[config.mk]
export PLATFORM = sky130hd
export DESIGN_NAME = tw_reg_slave
export DESIGN_NICKNAME = d
export VERILOG_FILES = /design/src/rtl/tw_pkg.sv /design/src/rtl/tw_sync.sv /design/src/rtl/tw_serial.sv /design/src/rtl/tw_regfile.sv /design/src/rtl/tw_reg_slave.sv
export SDC_FILE = /design/constraint.sdc
export NUM_CORES = 1
export LEC_CHECK = 0
export BUFFER_PORTS_ARGS = -buffer_cell sky130_fd_sc_hd__buf_2
export CAP_MARGIN = 15
export CORE_MARGIN = 3
export CORE_UTILIZATION = 55
export DETAILED_ROUTE_END_ITERATION = 16
export PLACE_DENSITY = 0.78
export SETUP_SLACK_MARGIN = 0.15
export SYNTH_ARGS = -nofsm -noshare
export SYNTH_HDL_FRONTEND = slang
export SYNTH_SLANG_ARGS = --single-unit
[constraint.sdc]
create_clock -name clk -period 2.3 [get_ports clk]
set_input_delay 0.345 -clock clk [delete_from_list [all_inputs] [get_ports clk]]
set_output_delay 0.345 -clock clk [all_outputs]
set_load 0.05 [all_outputs]
[src/rtl/tw_pkg.sv]
package tw_pkg;
  typedef enum logic [1:0] {
    PH_CMD  = 2'd0,
    PH_WR   = 2'd1,
    PH_RD   = 2'd2,
    PH_DONE = 2'd3
  } tw_phase_e;
endpackage

[src/rtl/tw_sync.sv]
module tw_sync #(
  parameter int W      = 1,
  parameter int STAGES = 2
) (
  input  logic         clk,
  input  logic         rst_n,
  input  logic [W-1:0] d_i,
  output logic [W-1:0] q_o
);
  logic [W-1:0] chain [STAGES];

  genvar s;
  generate
    for (s = 0; s < STAGES; s++) begin : g_stage
      always_ff @(posedge clk or negedge rst_n) begin
        if (!rst_n) chain[s] <= '0;
        else        chain[s] <= (s == 0) ? d_i : chain[(s == 0) ? 0 : s-1];
      end
    end
  endgenerate

  assign q_o = chain[STAGES-1];
endmodule

[src/rtl/tw_serial.sv]
module tw_serial
  import tw_pkg::*;
#(
  parameter int ADDR_W    = 5,
  parameter int CLK_REGS  = 9,
  parameter int RAM_DEPTH = 31,
  parameter int CLK_BURST = 8
) (
  input  logic              clk,
  input  logic              rst_n,
  input  logic              ce,
  input  logic              sck_rise,
  input  logic              sck_fall,
  input  logic              din,
  input  logic [7:0]        rd_data,
  output logic              bank_o,
  output logic [ADDR_W-1:0] addr_o,
  output logic              wr_en,
  output logic              stg_en,
  output logic [7:0]        wr_data,
  output logic              dout,
  output logic              oe
);
  localparam logic [ADDR_W-1:0] BURST_CODE = '1;
  localparam logic [ADDR_W-1:0] CLK_LAST   = ADDR_W'(CLK_REGS - 1);
  localparam logic [ADDR_W-1:0] RAM_LAST   = ADDR_W'(RAM_DEPTH - 1);
  localparam logic [ADDR_W-1:0] STG_LAST   = ADDR_W'(CLK_BURST - 1);

  tw_phase_e         phase_q, phase_n;
  logic [2:0]        bit_q, bit_n;
  logic [7:0]        sreg_q, sreg_n;
  logic              ram_q, ram_n;
  logic              burst_q, burst_n;
  logic [ADDR_W-1:0] addr_q, addr_n;
  logic              dout_q, dout_n;
  logic              oe_q, oe_n;
  logic [7:0]        shifted;
  logic [ADDR_W-1:0] cmd_addr;
  logic [ADDR_W-1:0] rd_last;

  assign shifted  = {din, sreg_q[7:1]};
  assign cmd_addr = sreg_q[ADDR_W+1:2];
  assign rd_last  = ram_q ? RAM_LAST : CLK_LAST;

  always_comb begin
    phase_n = phase_q;
    bit_n   = bit_q;
    sreg_n  = sreg_q;
    ram_n   = ram_q;
    burst_n = burst_q;
    addr_n  = addr_q;
    dout_n  = dout_q;
    oe_n    = oe_q;
    wr_en   = 1'b0;
    stg_en  = 1'b0;
    if (!ce) begin
      phase_n = PH_CMD;
      bit_n   = '0;
      oe_n    = 1'b0;
    end else begin
      unique case (phase_q)
        PH_CMD: if (sck_rise) begin
          sreg_n = shifted;
          bit_n  = bit_q + 3'd1;
          if (bit_q == 3'd7) begin
            ram_n   = sreg_q[7];
            burst_n = (cmd_addr == BURST_CODE);
            addr_n  = (cmd_addr == BURST_CODE) ? '0 : cmd_addr;
            phase_n = sreg_q[1] ? PH_RD : PH_WR;
          end
        end
        PH_WR: if (sck_rise) begin
          sreg_n = shifted;
          bit_n  = bit_q + 3'd1;
          if (bit_q == 3'd7) begin
            if (!burst_q) begin
              wr_en   = 1'b1;
              phase_n = PH_DONE;
            end else if (ram_q) begin
              wr_en = 1'b1;
              if (addr_q == RAM_LAST) phase_n = PH_DONE;
              else                    addr_n  = addr_q + 1'b1;
            end else begin
              stg_en = 1'b1;
              if (addr_q == STG_LAST) phase_n = PH_DONE;
              else                    addr_n  = addr_q + 1'b1;
            end
          end
        end
        PH_RD: begin
          if (sck_fall) begin
            dout_n = rd_data[bit_q];
            oe_n   = 1'b1;
            bit_n  = bit_q + 3'd1;
            if (bit_q == 3'd7 && burst_q)
              addr_n = (addr_q == rd_last) ? '0 : addr_q + 1'b1;
          end else if (sck_rise) begin
            oe_n = 1'b0;
          end
        end
        default: ;
      endcase
    end
  end

  always_ff @(posedge clk or negedge rst_n) begin
    if (!rst_n) begin
      phase_q <= PH_CMD;
      bit_q   <= '0;
      sreg_q  <= '0;
      ram_q   <= 1'b0;
      burst_q <= 1'b0;
      addr_q  <= '0;
      dout_q  <= 1'b0;
      oe_q    <= 1'b0;
    end else begin
      phase_q <= phase_n;
      bit_q   <= bit_n;
      sreg_q  <= sreg_n;
      ram_q   <= ram_n;
      burst_q <= burst_n;
      addr_q  <= addr_n;
      dout_q  <= dout_n;
      oe_q    <= oe_n;
    end
  end

  assign bank_o  = ram_q;
  assign addr_o  = addr_q;
  assign wr_data = shifted;
  assign dout    = dout_q;
  assign oe      = oe_q;
endmodule

[src/rtl/tw_regfile.sv]
module tw_regfile #(
  parameter int ADDR_W    = 5,
  parameter int CLK_REGS  = 9,
  parameter int RAM_DEPTH = 31,
  parameter int CLK_BURST = 8
) (
  input  logic              clk,
  input  logic              rst_n,
  input  logic              bank,
  input  logic [ADDR_W-1:0] addr,
  input  logic              wr_en,
  input  logic              stg_en,
  input  logic [7:0]        wr_data,
  output logic [7:0]        rd_data
);
  localparam int CTRL   = CLK_BURST - 1;
  localparam int CLK_AW = $clog2(CLK_REGS);
  localparam int RAM_AW = $clog2(RAM_DEPTH);

  logic [7:0] clk_mem [CLK_REGS];
  logic [7:0] ram     [RAM_DEPTH];
  logic [7:0] stage   [CTRL];
  logic       wp;
  logic       hit_clk, hit_ram, wr_ctrl, wr_clk_ok, wr_ram_ok, commit;

  assign wp = clk_mem[CTRL][7];

  always_comb begin
    hit_clk   = !bank && (addr < ADDR_W'(CLK_REGS));
    hit_ram   =  bank && (addr < ADDR_W'(RAM_DEPTH));
    wr_ctrl   = wr_en && !bank && (addr == ADDR_W'(CTRL));
    wr_clk_ok = wr_en && hit_clk && !wp;
    wr_ram_ok = wr_en && hit_ram && !wp;
    commit    = stg_en && (addr == ADDR_W'(CTRL));
  end

  genvar i;
  generate
    for (i = 0; i < CLK_REGS; i++) begin : g_clk
      if (i == CTRL) begin : g_ctrl
        always_ff @(posedge clk or negedge rst_n) begin
          if (!rst_n)                clk_mem[i] <= '0;
          else if (wr_ctrl || commit) clk_mem[i] <= {wr_data[7], 7'b0};
        end
      end else if (i < CTRL) begin : g_grp
        always_ff @(posedge clk or negedge rst_n) begin
          if (!rst_n) begin
            clk_mem[i] <= '0;
            stage[i]   <= '0;
          end else begin
            if (stg_en && addr == ADDR_W'(i)) stage[i] <= wr_data;
            if (commit && !wp)                          clk_mem[i] <= stage[i];
            else if (wr_clk_ok && addr == ADDR_W'(i))   clk_mem[i] <= wr_data;
          end
        end
      end else begin : g_solo
        always_ff @(posedge clk or negedge rst_n) begin
          if (!rst_n)                               clk_mem[i] <= '0;
          else if (wr_clk_ok && addr == ADDR_W'(i)) clk_mem[i] <= wr_data;
        end
      end
    end
    for (i = 0; i < RAM_DEPTH; i++) begin : g_ram
      always_ff @(posedge clk or negedge rst_n) begin
        if (!rst_n)                               ram[i] <= '0;
        else if (wr_ram_ok && addr == ADDR_W'(i)) ram[i] <= wr_data;
      end
    end
  endgenerate

  always_comb begin
    rd_data = '0;
    if (hit_clk)      rd_data = clk_mem[addr[CLK_AW-1:0]];
    else if (hit_ram) rd_data = ram[addr[RAM_AW-1:0]];
  end
endmodule

[src/rtl/tw_reg_slave.sv]
module tw_reg_slave #(
  parameter int ADDR_W    = 5,
  parameter int CLK_REGS  = 9,
  parameter int RAM_DEPTH = 31,
  parameter int CLK_BURST = 8,
  parameter int SYNC_LEN  = 2
) (
  input  logic clk,
  input  logic rst_n,
  input  logic ce_i,
  input  logic sck_i,
  input  logic dio_i,
  output logic dio_o,
  output logic dio_oe
);
  logic              ce_s, sck_s, din_s, sck_d;
  logic              sck_rise, sck_fall;
  logic              bank, wr_en, stg_en;
  logic [ADDR_W-1:0] addr;
  logic [7:0]        wr_data, rd_data;

  tw_sync #(.W(3), .STAGES(SYNC_LEN)) u_sync (
    .clk(clk), .rst_n(rst_n),
    .d_i({ce_i, sck_i, dio_i}), .q_o({ce_s, sck_s, din_s})
  );

  always_ff @(posedge clk or negedge rst_n) begin
    if (!rst_n) sck_d <= 1'b0;
    else        sck_d <= sck_s;
  end

  assign sck_rise =  sck_s && !sck_d;
  assign sck_fall = !sck_s &&  sck_d;

  tw_serial #(
    .ADDR_W(ADDR_W), .CLK_REGS(CLK_REGS),
    .RAM_DEPTH(RAM_DEPTH), .CLK_BURST(CLK_BURST)
  ) u_ser (
    .clk(clk), .rst_n(rst_n), .ce(ce_s),
    .sck_rise(sck_rise), .sck_fall(sck_fall), .din(din_s),
    .rd_data(rd_data), .bank_o(bank), .addr_o(addr),
    .wr_en(wr_en), .stg_en(stg_en), .wr_data(wr_data),
    .dout(dio_o), .oe(dio_oe)
  );

  tw_regfile #(
    .ADDR_W(ADDR_W), .CLK_REGS(CLK_REGS),
    .RAM_DEPTH(RAM_DEPTH), .CLK_BURST(CLK_BURST)
  ) u_rf (
    .clk(clk), .rst_n(rst_n), .bank(bank), .addr(addr),
    .wr_en(wr_en), .stg_en(stg_en), .wr_data(wr_data),
    .rd_data(rd_data)
  );
endmodule

---- After elaboration in Yosys (flattened, before gate mapping) ----
Index checks and enable logic that the tools add are counted.
operators by class
  $add $sub $neg .......................... 2
  multiply operators ...................... 0
  divide/modulo/power cells ............... 0
  $lt $le $gt $ge ......................... 5
  eq/ne operators ......................... 56
  shift-type cells ........................ 0
  mux-type cells .......................... 69
  bitwise operators ....................... 2
  reduce and logical (&&, ||, !) cells .... 82
operator list
  kind                                                       count
  2-to-1 mux 8 bit                                           20
  == test 5 bit (second input constant)                      16
  2-to-1 mux 5 bit                                           13
  logical AND 1 bit                                          59
  binary-select mux 8 bit (select 5 bit)                     1
  == test 5 x 4 -> 1 bit (second input constant)             8
  binary-select mux 8 bit (select 4 bit)                     1
  == test 5 x 3 -> 1 bit (second input constant)             4
  2-to-1 mux 2 bit                                           10
  != test 3 bit (second input constant)                      6
  2-to-1 mux 1 bit                                           17
  one-hot mux 5 bit (3 select lines)                         1
  nonzero test 2 bit                                         7
  != test 3 x 2 -> 1 bit (second input constant)             4
  AND reduction 11 bit                                       1
  == test 5 x 2 -> 1 bit (second input constant)             2
  != test 2 x 1 -> 1 bit (second input constant)             5
  2-to-1 mux 3 bit                                           3
  AND reduction 3 bit                                        3
  AND reduction 7 bit                                        1
  greater-or-equal comparator 6 bit (second input constant)  1
  != test 2 bit (second input constant)                      3
  NOT 5 -> 6 bit                                             1
  one-hot mux 3 bit (2 select lines)                         1
  other kinds (25)                                           28
word-level totals
  register bits after elaboration ......... 398
  bits in latches ......................... 0
  RAM bits ................................ 0
  ROM bits ................................ 0
  bits of input ports ..................... 5
  output and inout port bits .............. 2
  logic and storage cells ................. 274
  memories ................................ 0

---- Longest topological paths before layout ----
Gate-level depths: netlist of run 1.
  depth after elaboration ................. 11
  depth in mapped cells ................... 12
  mapped depth without buffers ............ 9

---- Modules after synthesis ----
A second synthesis of run 1 with hierarchy kept.
unflattened totals
  cells, all modules ...................... 1388
  area total of the unflattened synthesis .. 18893.1 µm²
by module, submodules not included
  module        instances  cells an instance  area each (µm²)  seq. area each (µm²)
  tw_regfile    1          1254               17377.9          9233.9
  tw_serial     1          122                1302.5           525.5
  tw_sync       1          9                  172.7            150.1
  tw_reg_slave  1          3                  40.0             25.0

---- Least setup slack after synthesis of run 1 ----
Ideal clock, no wire load.
  path type ............................... register -> register
  from .................................... register u_ser.bit_q[1]
  to ...................................... register u_rf.ram[48] (netlist bit)
  setup time .............................. 0.125 ns
  data arrival time ....................... 2.334 ns
  required time ........................... 2.175 ns
  setup slack ............................. -0.159 ns
  cell stages (with the launch flop) ...... 9
  path buffers ............................ 1
  clock period less this slack ............ 2.459 ns
  path through ............................ dfrtp_1 ha_1 ha_1 nand4_2 a211o_4 nor3_4 buf_8 nand3_4 mux2_4
on the way
  longest elaborated chain between the ends .. 8
ends and longest elaborated chain
  item                            RTL line          text
  start, declared                 tw_serial.sv:30   logic [2:0] bit_q, bit_n;
  start signal, assigned          tw_serial.sv:118  bit_q <= bit_n;
  == test 3 bit                   tw_serial.sv:75   if (bit_q == 3'd7) begin
  2-to-1 mux 1 bit                tw_serial.sv:75
  2-to-1 mux 1 bit                tw_serial.sv:72   PH_WR: if (sck_rise) begin
  2-to-1 mux 1 bit                tw_serial.sv:61   unique case (phase_q)
  2-to-1 mux 1 bit                tw_serial.sv:56   if (!ce) begin
  logical AND 1 bit (2 in a row)  tw_regfile.sv:33  wr_ram_ok = wr_en && hit_ram && !wp;
  logical AND 1 bit               tw_regfile.sv:66  else if (wr_ram_ok && addr == ADDR_W'(i)) ram[i] <= wr_data;
  end signal, assigned by index   tw_regfile.sv:66
  end, declared                   tw_regfile.sv:21  logic [7:0] ram [RAM_DEPTH];
Every way passes these cells.
A chain may end at the register's enable or synchronous reset.

---- Worst setup path in the final report of run 1 ----
  from .................................... register u_ser.addr_q[1], in the netlist u_ser.addr_o[1]
  to ...................................... register u_ser.dout_q, in the netlist u_ser.dout
on the way
  longest elaborated chain between the ends .. 8
  elaborated cells on any way between the ends .. 16
  those cells by class .................... order compare: 2; mux: 10; bitwise: 2; reduce/logical: 2
ends and longest elaborated chain
  item                                                 RTL line          text
  start, declared                                      tw_serial.sv:34   logic [ADDR_W-1:0] addr_q, addr_n;
  start signal, assigned                               tw_serial.sv:122  addr_q <= addr_n;
  NOT 5 -> 6 bit (implied by the code)                 tw_regfile.sv:74  else if (hit_ram) rd_data = ram[addr[RAM_AW-1:0]];
  binary-select mux 8 bit (select 5 bit)               tw_regfile.sv:74
  2-to-1 mux 8 bit (implied by the code) (2 in a row)  tw_regfile.sv:74
  2-to-1 mux 8 bit                                     tw_regfile.sv:74
  2-to-1 mux 8 bit (*)                                 tw_regfile.sv:73  if (hit_clk) rd_data = clk_mem[addr[CLK_AW-1:0]];
  binary-select mux 1 bit (select 3 bit) (*)           tw_serial.sv:92   dout_n = rd_data[bit_q];
  2-to-1 mux 1 bit (implied by the code) (*)           tw_serial.sv:92
  end signal, assigned                                 tw_serial.sv:123  dout_q <= dout_n;
  end, declared                                        tw_serial.sv:35   logic dout_q, dout_n;
Mark *: on every way between the ends. The rest lies on a longest branch, timed or not. The select of a mux whose other input is x is not followed.

==> flow_metrics.py, run 1 <==
metrics = {
    "grt": {
        "grt_overflow_total": 0,
        "antenna_found_initial": 0,
        "grt_pass1_wl_mm": 86.9,
        "grt_pass1_vias": 14300,
        "grt_use_total_pct": 30.9,
        "grt_max_degree": 90,
    },
    "yosys": {
        "synth_top_cell_area_share_pct": 52.1,
        "yosys.area.top_type": "dfrtp_1",
        "syn_area_per_cell_sq_um": 13.7,
        "synth_area_leaders": "dfrtp_1 (52%), mux2_2 (13%), mux4_2 (6.3%)",
        "synth.net_count": 1405,
        "ys_types": 66,
        "synth_ff_type": "dfrtp_1",
        "synth_edf_count": 0,
        "netlist_area_sq_um": 19100,
        "ys_seq_area_share_pct": 52.1,
        "synth_async_sr_flop_share_pct": 100,
        "synth_seq_cells": 397,
        "synth_cells": 1388,
        "synth_warnings": 0,
    },
    "critical_path": {
        "cp_top_family": "multiplexers",
        "critPathLaunchType": "flip-flop",
        "path_class": "reg -> reg",
        "worstPathRequired_ns": 2.77,
        "cp_max_fo": 10,
        "worst-path-stages": 9,
        "r2r_start": "u_ser.addr_o[1]",
        "reg2reg_slack_ns": -0.25,
        "cpMostUsedCell": "mux4_2",
        "crit_buf_inv": 3,
        "rr_endpoint": "u_ser.dout",
        "cp_slowest_cell": "mux4_2",
        "cp_cell_sequence": "buf_12 -> buf_4 -> clkbuf_16 -> mux4_2 -> mux4_2 -> o221ai_2 -> o211ai_1 -> o211ai_2 -> a221oi_2",
        "crit_path_end_kind": "flip-flop",
        "r2r_cells": 9,
        "cp.arrival_ns": 3.02,
        "cp_slowest_stage_delay_ns": 0.54,
    },
    "run": {
        "maxCapViolCount": 0,
    },
    "sta": {
        "holdWs_ns": 0.255,
        "rsz0062_at_grt": "yes",
        "hold_violations": 0,
        "drv_slew": 0,
        "max-slew-margin-rel_pct": 18.6,
        "setup_violations": 280,
        "skew_ns": 0.0262,
        "fmax_ghz": 0.392,
        "layout_min_cycle_time_ns": 2.55,
        "worst_slew_pin_slew_ns": 1.22,
        "period_share_pct": 111,
        "setup_slack_ns": -0.249,
    },
    "run_status": {
        "violations": "negative setup slack",
        "outcome": "finished with violations",
    },
    "power_and_ir_drop": {
        "switchingPower_mw": 4.29,
        "powerDensity_nw_per_um2": 659,
        "sequentialPowerShare_pct": 44.4,
        "comb_power_share_pct": 7.8,
        "p_sw_share_pct": 26.3,
        "ir_worst_vdd_uv": 773,
        "p_leak_nw": 11.9,
        "p_clk_share_pct": 47.8,
        "internal_power_mw": 12.1,
    },
    "clocking": {
        "cts_tree": "built",
        "cts_root_buf": "clkbuf_16",
        "cts_max_path_buffers": 3,
        "clk_pin_slew_ns": 0.07,
        "cts_buffers": 43,
        "cts_max_level": 2,
        "clkLatencyLatePin_ns": 0.60,
        "cts.sinks": 397,
    },
    "detailed_routing": {
        "ant_nets": 0,
        "first_pass_iters": 5,
        "vias": 13800,
        "post-route-drc-count": 0,
        "drt_iter0_markers": 1591,
        "vias_per_cell": 6.71,
        "wl_mm": 60.1,
        "wl_per_cell_um": 29.2,
    },
    "floorplan": {
        "fp-row-count": 67,
        "die-area_sq_um": 37000,
        "die_w_um": 192,
        "start_util_pct": 56.3,
        "io_pins": 7,
        "die_h_um": 192,
        "core_region_area_sq_um": 33900,
    },
    "layout": {
        "layout-drive-gt1-share_pct": 52.0,
        "ff_latch_area_sq_um": 9950,
        "layout_common_cells": "dfrtp_1 (390), mux2_4 (168), mux2_2 (130)",
        "n_antenna_cell": 0,
        "multi_input_area_sq_um": 9740,
        "nets": 1589,
        "fin_cells": 2055,
        "final_common_cell": "dfrtp_1",
        "fin_area_sq_um": 24800,
        "syn_to_final_growth_pct": 30.1,
        "fill_cells": 1846,
    },
    "placed_design": {
        "port_buffers": 6,
        "dpl.hpwl_mm": 30.7,
        "dp_cells": 1891,
        "gp_congestion": 0.923,
        "placed_area_sq_um": 20800,
    },
    "min_path": {
        "hold_path.class": "in -> async",
    },
}
registers in the layout, summed over array words and instances (netlist names):
register	flops
u_ser.oe	1
u_ser.bit_q	3
u_sync.q_o	3
u_sync.chain	3
u_ser.dout	1
u_ser.burst_q	1
u_ser.phase_q	2
sck_d	1
u_rf.stage	56
u_ser.bank_o	1
u_rf.clk_mem	65
u_rf.ram	248
u_ser.sreg_q	7
u_ser.addr_o	5
synth_stat cells, types with 2 or more instances:
master	n
nand2_1	56
clkbuf_1	55
nand3_4	10
mux2_2	228
mux2i_1	81
nand3_2	13
a21oi_1	78
o22ai_1	2
o2111ai_1	2
o21ai_2	2
mux2_4	70
mux4_1	10
nor3_1	3
a211o_1	2
mux4_2	53
o221ai_1	9
clkinv_1	2
o21ai_1	2
o2bb2ai_1	8
buf_6	12
buf_4	11
dfrtp_1	397
nand3_1	12
o211ai_1	4
a221oi_2	2
a31oi_1	5
a221o_1	3
o21ai_0	37
buf_2	29
nor2_1	84
nand4_1	4
a311oi_1	4
nor2b_1	5
ha_1	12
a22oi_1	15
nor3_2	2
and3_1	14
inv_1	16
nand2b_1	2
a211oi_1	5
and2_1	2
worst max-delay path by stage:
stage / startpoint / to / slack, ns
3_5_place_dp: u_ser.addr_o[0] / u_ser.dout / -0.32
2_1_floorplan: u_ser.bit_q[1] / u_rf.ram[40] / -0.06
3_3_place_gp: u_ser.addr_o[0] / u_ser.dout / -0.23
4_1_cts: u_ser.bit_q[0] / u_rf.ram[40] / -0.08
5_1_grt: u_ser.addr_o[0] / u_ser.dout / -0.23
6_report: u_ser.addr_o[1] / u_ser.dout / -0.25
layer usage:
layer / vias to the layer above / track usage (%) / part of all wire, %
met5: - / 0 / 0
met4: 0 / 13.9 / 5.6
met3: 273 / 7.72 / 9.0
met2: 938 / 49.3 / 47
met1: 7091 / 40.2 / 38
li1: 5493 / - / -
final cells by class:
cell class / count / area share [%]
multi-input combinational: 872 / 39.3
tap: 448 / 2.26
timing repair buffer: 239 / 11.6
inverter: 19 / 0.303
clock inverter: 19 / 1.34
clock buffer: 61 / 5.09
sequential: 397 / 40.1
what timing repair did:
action,in CTS,in global routing
resized for setup,237,135
hold buffers,4,0
setup endpoints to repair,367,376
buffers inserted,27,25
cloned,21,7
pin swaps,72,40
endpoints found under the hold margin,35,0
per-stage QoR:
step	utilization (%)	setup WS [ns]	power (mW)	setup TNS, ns
2_1_floorplan	-	-0.0633	7.82	-4.32
3_5_place_dp	61.5	-0.315	8.47	-14.57
4_1_cts	70.9	-0.0813	16.2	-3.16
3_3_place_gp	61.5	-0.227	8.42	-9.59
6_report	73.3	-0.249	16.3	-18.82
5_1_grt	73.3	-0.235	16.7	-28.42
logic make-up (layout without fill, tap and decap cells):
| logic type | Yosys count | count (layout) | share of synthesized area [%] |
|---|---|---|---|
| mux | 443 | 443 | 31.0 |
| buf+inv | 128 | 338 | 3.46 |
| simple gates | 218 | 227 | 6.36 |
| xor+xnor | 1 | 1 | 0.0459 |
| compound gates | 189 | 189 | 6.28 |
| flops | 397 | 397 | 52.1 |
| fa+ha+maj | 12 | 12 | 0.787 |
power by group through the flow:
stage          logic, mW  clock network [mW]  registers (mW)
4_1_cts             1.18                7.79            7.24
2_1_floorplan      0.611                   0            7.21
5_1_grt             1.32                8.14            7.26
3_5_place_dp        1.11                   0            7.36
6_report            1.28                7.81            7.26
3_3_place_gp        1.07                   0            7.35
(Power assumes the default switching activity.)
==> run 2, diff against run 1 <==
--- a/config.mk
+++ b/config.mk
@@ -5,6 +5,7 @@
 export SDC_FILE = /design/constraint.sdc
 export NUM_CORES = 1
 export LEC_CHECK = 0
+export ABC_AREA = 1
 export BUFFER_PORTS_ARGS = -buffer_cell sky130_fd_sc_hd__buf_2
 export CAP_MARGIN = 15
 export CORE_MARGIN = 3
==> run 2 against run 1 <==
Net effect: the run still ends with negative setup slack left; total power decreased by 3.4%; flip-flop and latch count unchanged; global-route usage increased by 0.73 points; critical path depth increased by 2; register-to-register slack improved by 0.08 ns; area after synthesis decreased by 0.47%; utilization decreased by 3.0 points; largest cell class unchanged; largest power group unchanged.
==> flow_metrics.py, run 2 <==
metrics = {
    "run_status": {
        "outcome": "finished with violations",
        "violations": "negative setup slack",
    },
    "power_and_ir_drop": {
        "p_leak_nw": 10.5,
        "powerDensity_nw_per_um2": 665,
        "internal_power_mw": 11.7,
        "switchingPower_mw": 4.11,
        "comb_power_share_pct": 9.3,
        "ir_worst_vdd_uv": 1020,
        "p_sw_share_pct": 26.0,
        "p_total_mw": 15.8,
        "sequentialPowerShare_pct": 45.0,
        "p_clk_share_pct": 45.7,
    },
    "sta": {
        "setup_violations": 79,
        "skew_ns": 0.0251,
        "period_share_pct": 107,
        "setup_slack_ns": -0.166,
        "tns_ns": -3.73,
        "holdWs_ns": 0.342,
        "fmax_ghz": 0.406,
        "max-slew-margin-rel_pct": 50.9,
        "hold_violations": 0,
        "layout_min_cycle_time_ns": 2.47,
        "worst_slew_pin_slew_ns": 0.736,
        "drv_slew": 0,
        "rsz0062_at_grt": "yes",
    },
    "grt": {
        "grt-busiest-layer": "met2",
        "grt_use_met1_pct": 44.2,
        "grt.met3_usage_pct": 6.10,
        "grt.met2_usage_pct": 49.6,
        "grt_use_total_pct": 31.6,
        "grt_overflow_total": 0,
        "grt_pass1_wl_mm": 91.2,
        "grt_max_degree": 71,
        "antenna_found_initial": 2,
        "grt_pass1_vias": 16600,
    },
    "floorplan": {
        "start_util_pct": 56.2,
        "die-area_sq_um": 36800,
        "fp-row-count": 67,
        "die_w_um": 192,
        "die_h_um": 192,
        "core_region_area_sq_um": 33800,
        "io_pins": 7,
    },
    "yosys": {
        "synth_seq_cells": 397,
        "synth.net_count": 2347,
        "synth.area.mux_share_pct": 0,
        "yosys.area_share.xor_xnor_pct": 0,
        "synth_ff_type": "dfrtp_1",
        "ys_types": 42,
        "synth-compound-area-share_pct": 15.8,
        "synth_cells": 2330,
        "synth_top_cell_area_share_pct": 52.3,
        "yosys.area.top_type": "dfrtp_1",
        "ys_seq_area_share_pct": 52.3,
        "synth_top_family_by_area": "simple AND/OR/NAND/NOR gates",
        "syn_area_per_cell_sq_um": 8.15,
        "synthSimpleGateAreaFrac_pct": 23.7,
        "synth_async_sr_flop_share_pct": 100,
        "synth_warnings": 0,
        "synth_area_leaders": "dfrtp_1 (52%), nand2_1 (15%), o21ai_0 (8.3%)",
        "synth_edf_count": 0,
        "synth_fa_ha_area_share_pct": 0.791,
        "synth.most_common_cell": "nand2_1",
        "netlist_area_sq_um": 19000,
        "synthTopCellsByCount": "nand2_1 (762), dfrtp_1 (397), o21ai_0 (316), inv_1 (152), nor2_1 (142)",
    },
    "clocking": {
        "cts.sinks": 397,
        "cts_max_path_buffers": 3,
        "clkLatencyLatePin_ns": 0.55,
        "clk_pin_slew_ns": 0.07,
        "cts_buffers": 42,
        "cts_tree": "built",
        "cts_max_level": 2,
        "cts_root_buf": "clkbuf_16",
    },
    "layout": {
        "nets": 2438,
        "fill_cells": 2203,
        "layout_common_cells": "nand2_1 (614), dfrtp_1 (393), o21ai_0 (226)",
        "regMostFlops": "u_rf.ram",
        "layout-drive-gt1-share_pct": 22.8,
        "fin_cells": 2899,
        "syn_to_final_growth_pct": 25.1,
        "fin_area_sq_um": 23800,
        "largest_reg_flops": 248,
        "final_common_cell": "nand2_1",
        "n_antenna_cell": 0,
        "largestRegisters": "u_rf.ram x248, u_rf.clk_mem x65, u_rf.stage x56",
        "fin_util_pct": 70.3,
    },
    "min_path": {
        "hold_path.class": "in -> async",
    },
    "detailed_routing": {
        "first_pass_iters": 8,
        "drt_iter0_markers": 2946,
        "wl_per_cell_um": 23.0,
        "ant_nets": 0,
        "vias_per_cell": 6.42,
        "post-route-drc-count": 0,
        "wl_mm": 66.8,
        "vias": 18600,
    },
    "critical_path": {
        "crit_buf_inv": 4,
        "critPathLaunchType": "flip-flop",
        "cp_slowest_cell": "dfrtp_1",
        "crit_path_end_kind": "flip-flop",
        "cp_cell_sequence": "ha_2 -> ha_4 -> inv_4 -> nor3_4 -> inv_2 -> nor2_4 -> nand3_1 -> buf_4 -> o21ai_1 -> buf_4 -> o221ai_1",
        "cp.arrival_ns": 2.87,
        "path_class": "reg -> reg",
        "worstPathRequired_ns": 2.70,
        "reg2reg_slack_ns": -0.17,
        "cpMostUsedCell": "buf_4",
        "cp_max_fo": 6,
        "r2r_cells": 11,
        "rr_endpoint": "u_rf.clk_mem[35]",
        "r2r_start": "u_ser.bit_q[1]",
        "cp_slowest_stage_delay_ns": 0.37,
        "cp_top_family": "simple AND/OR/NAND/NOR gates",
    },
    "placed_design": {
        "placed_area_sq_um": 19700,
        "port_buffers": 6,
        "dp_cells": 2729,
        "gp_congestion": 0.944,
        "dpl.hpwl_mm": 34.2,
        "pre_cts_ws_ns": -0.0840,
    },
    "run": {
        "maxCapViolCount": 0,
    },
}
## run 2: cell types whose count changed after synthesis, moves of 70 or more
cell and change:
nand3_1 +100, nand2_1 +706, o21ai_0 +279, mux2_4 -70, mux2i_1 -81, mux2_2 -228
o21ai_1 +77, inv_1 +136
## run 2: how the worst max path moves through the flow
stage | start | slack (ns) | to | depth (start not counted)
4_1_cts | u_ser.bit_q[0] | 0.07 | u_rf.ram[194] | 15
3_3_place_gp | u_ser.addr_o[0] | 0.05 | u_rf.clk_mem[67] | 9
3_5_place_dp | u_ser.bit_q[0] | -0.08 | u_rf.clk_mem[39] | 10
5_1_grt | u_ser.addr_o[0] | -0.17 | u_ser.dout | 14
6_report | u_ser.bit_q[1] | -0.17 | u_rf.clk_mem[35] | 11
2_1_floorplan | u_ser.addr_o[0] | 0.18 | u_ser.addr_o[2] | 12
## run 2: cell families (layout without fill, tap and decap cells)
kind of cell	count (synthesis)	in the layout
flip-flops	397	397
AO/OA/AOI/OAI	534	534
AND/OR/NAND/NOR	1077	1094
adder cells (fa/ha/maj)	12	12
buffers and inverters	310	414
## run 2: routing by layer
layer	up-vias	wire length, um
met5	-	11
met4	2	4120
met3	396	8420
met2	1466	30600
met1	8928	23600
li1	7825	-
## run 2: final cells by class
class	count	area (sq um)	share of cell area (%)
sequential	397	9940	41.9
inverter	164	647	2.72
multi-input combinational	1640	9040	38.0
tap	448	561	2.36
timing repair buffer	176	2100	8.86
clock buffer	64	1310	5.51
clock inverter	10	153	0.643
## run 2: what timing repair did
| item | CTS | global route |
|---|---|---|
| pin swaps | 13 | 69 |
| setup buffers | 27 | 28 |
| gates cloned | 9 | 28 |
| hold buffers | 4 | 0 |
| setup endpoints to repair | 311 | 372 |
| endpoints found under the hold margin | 52 | 0 |
| gates resized for setup | 84 | 417 |
## run 2: power groups by stage
stage                     registers (mW)  clock network [mW]  logic, mW
after detailed placement            7.22                   0       1.24
final                               7.11                7.21       1.47
after global placement              7.22                   0       1.22
after floorplan                     7.19                   0      0.576
after CTS                           7.09                7.16       1.30
after global routing                7.11                7.46       1.52
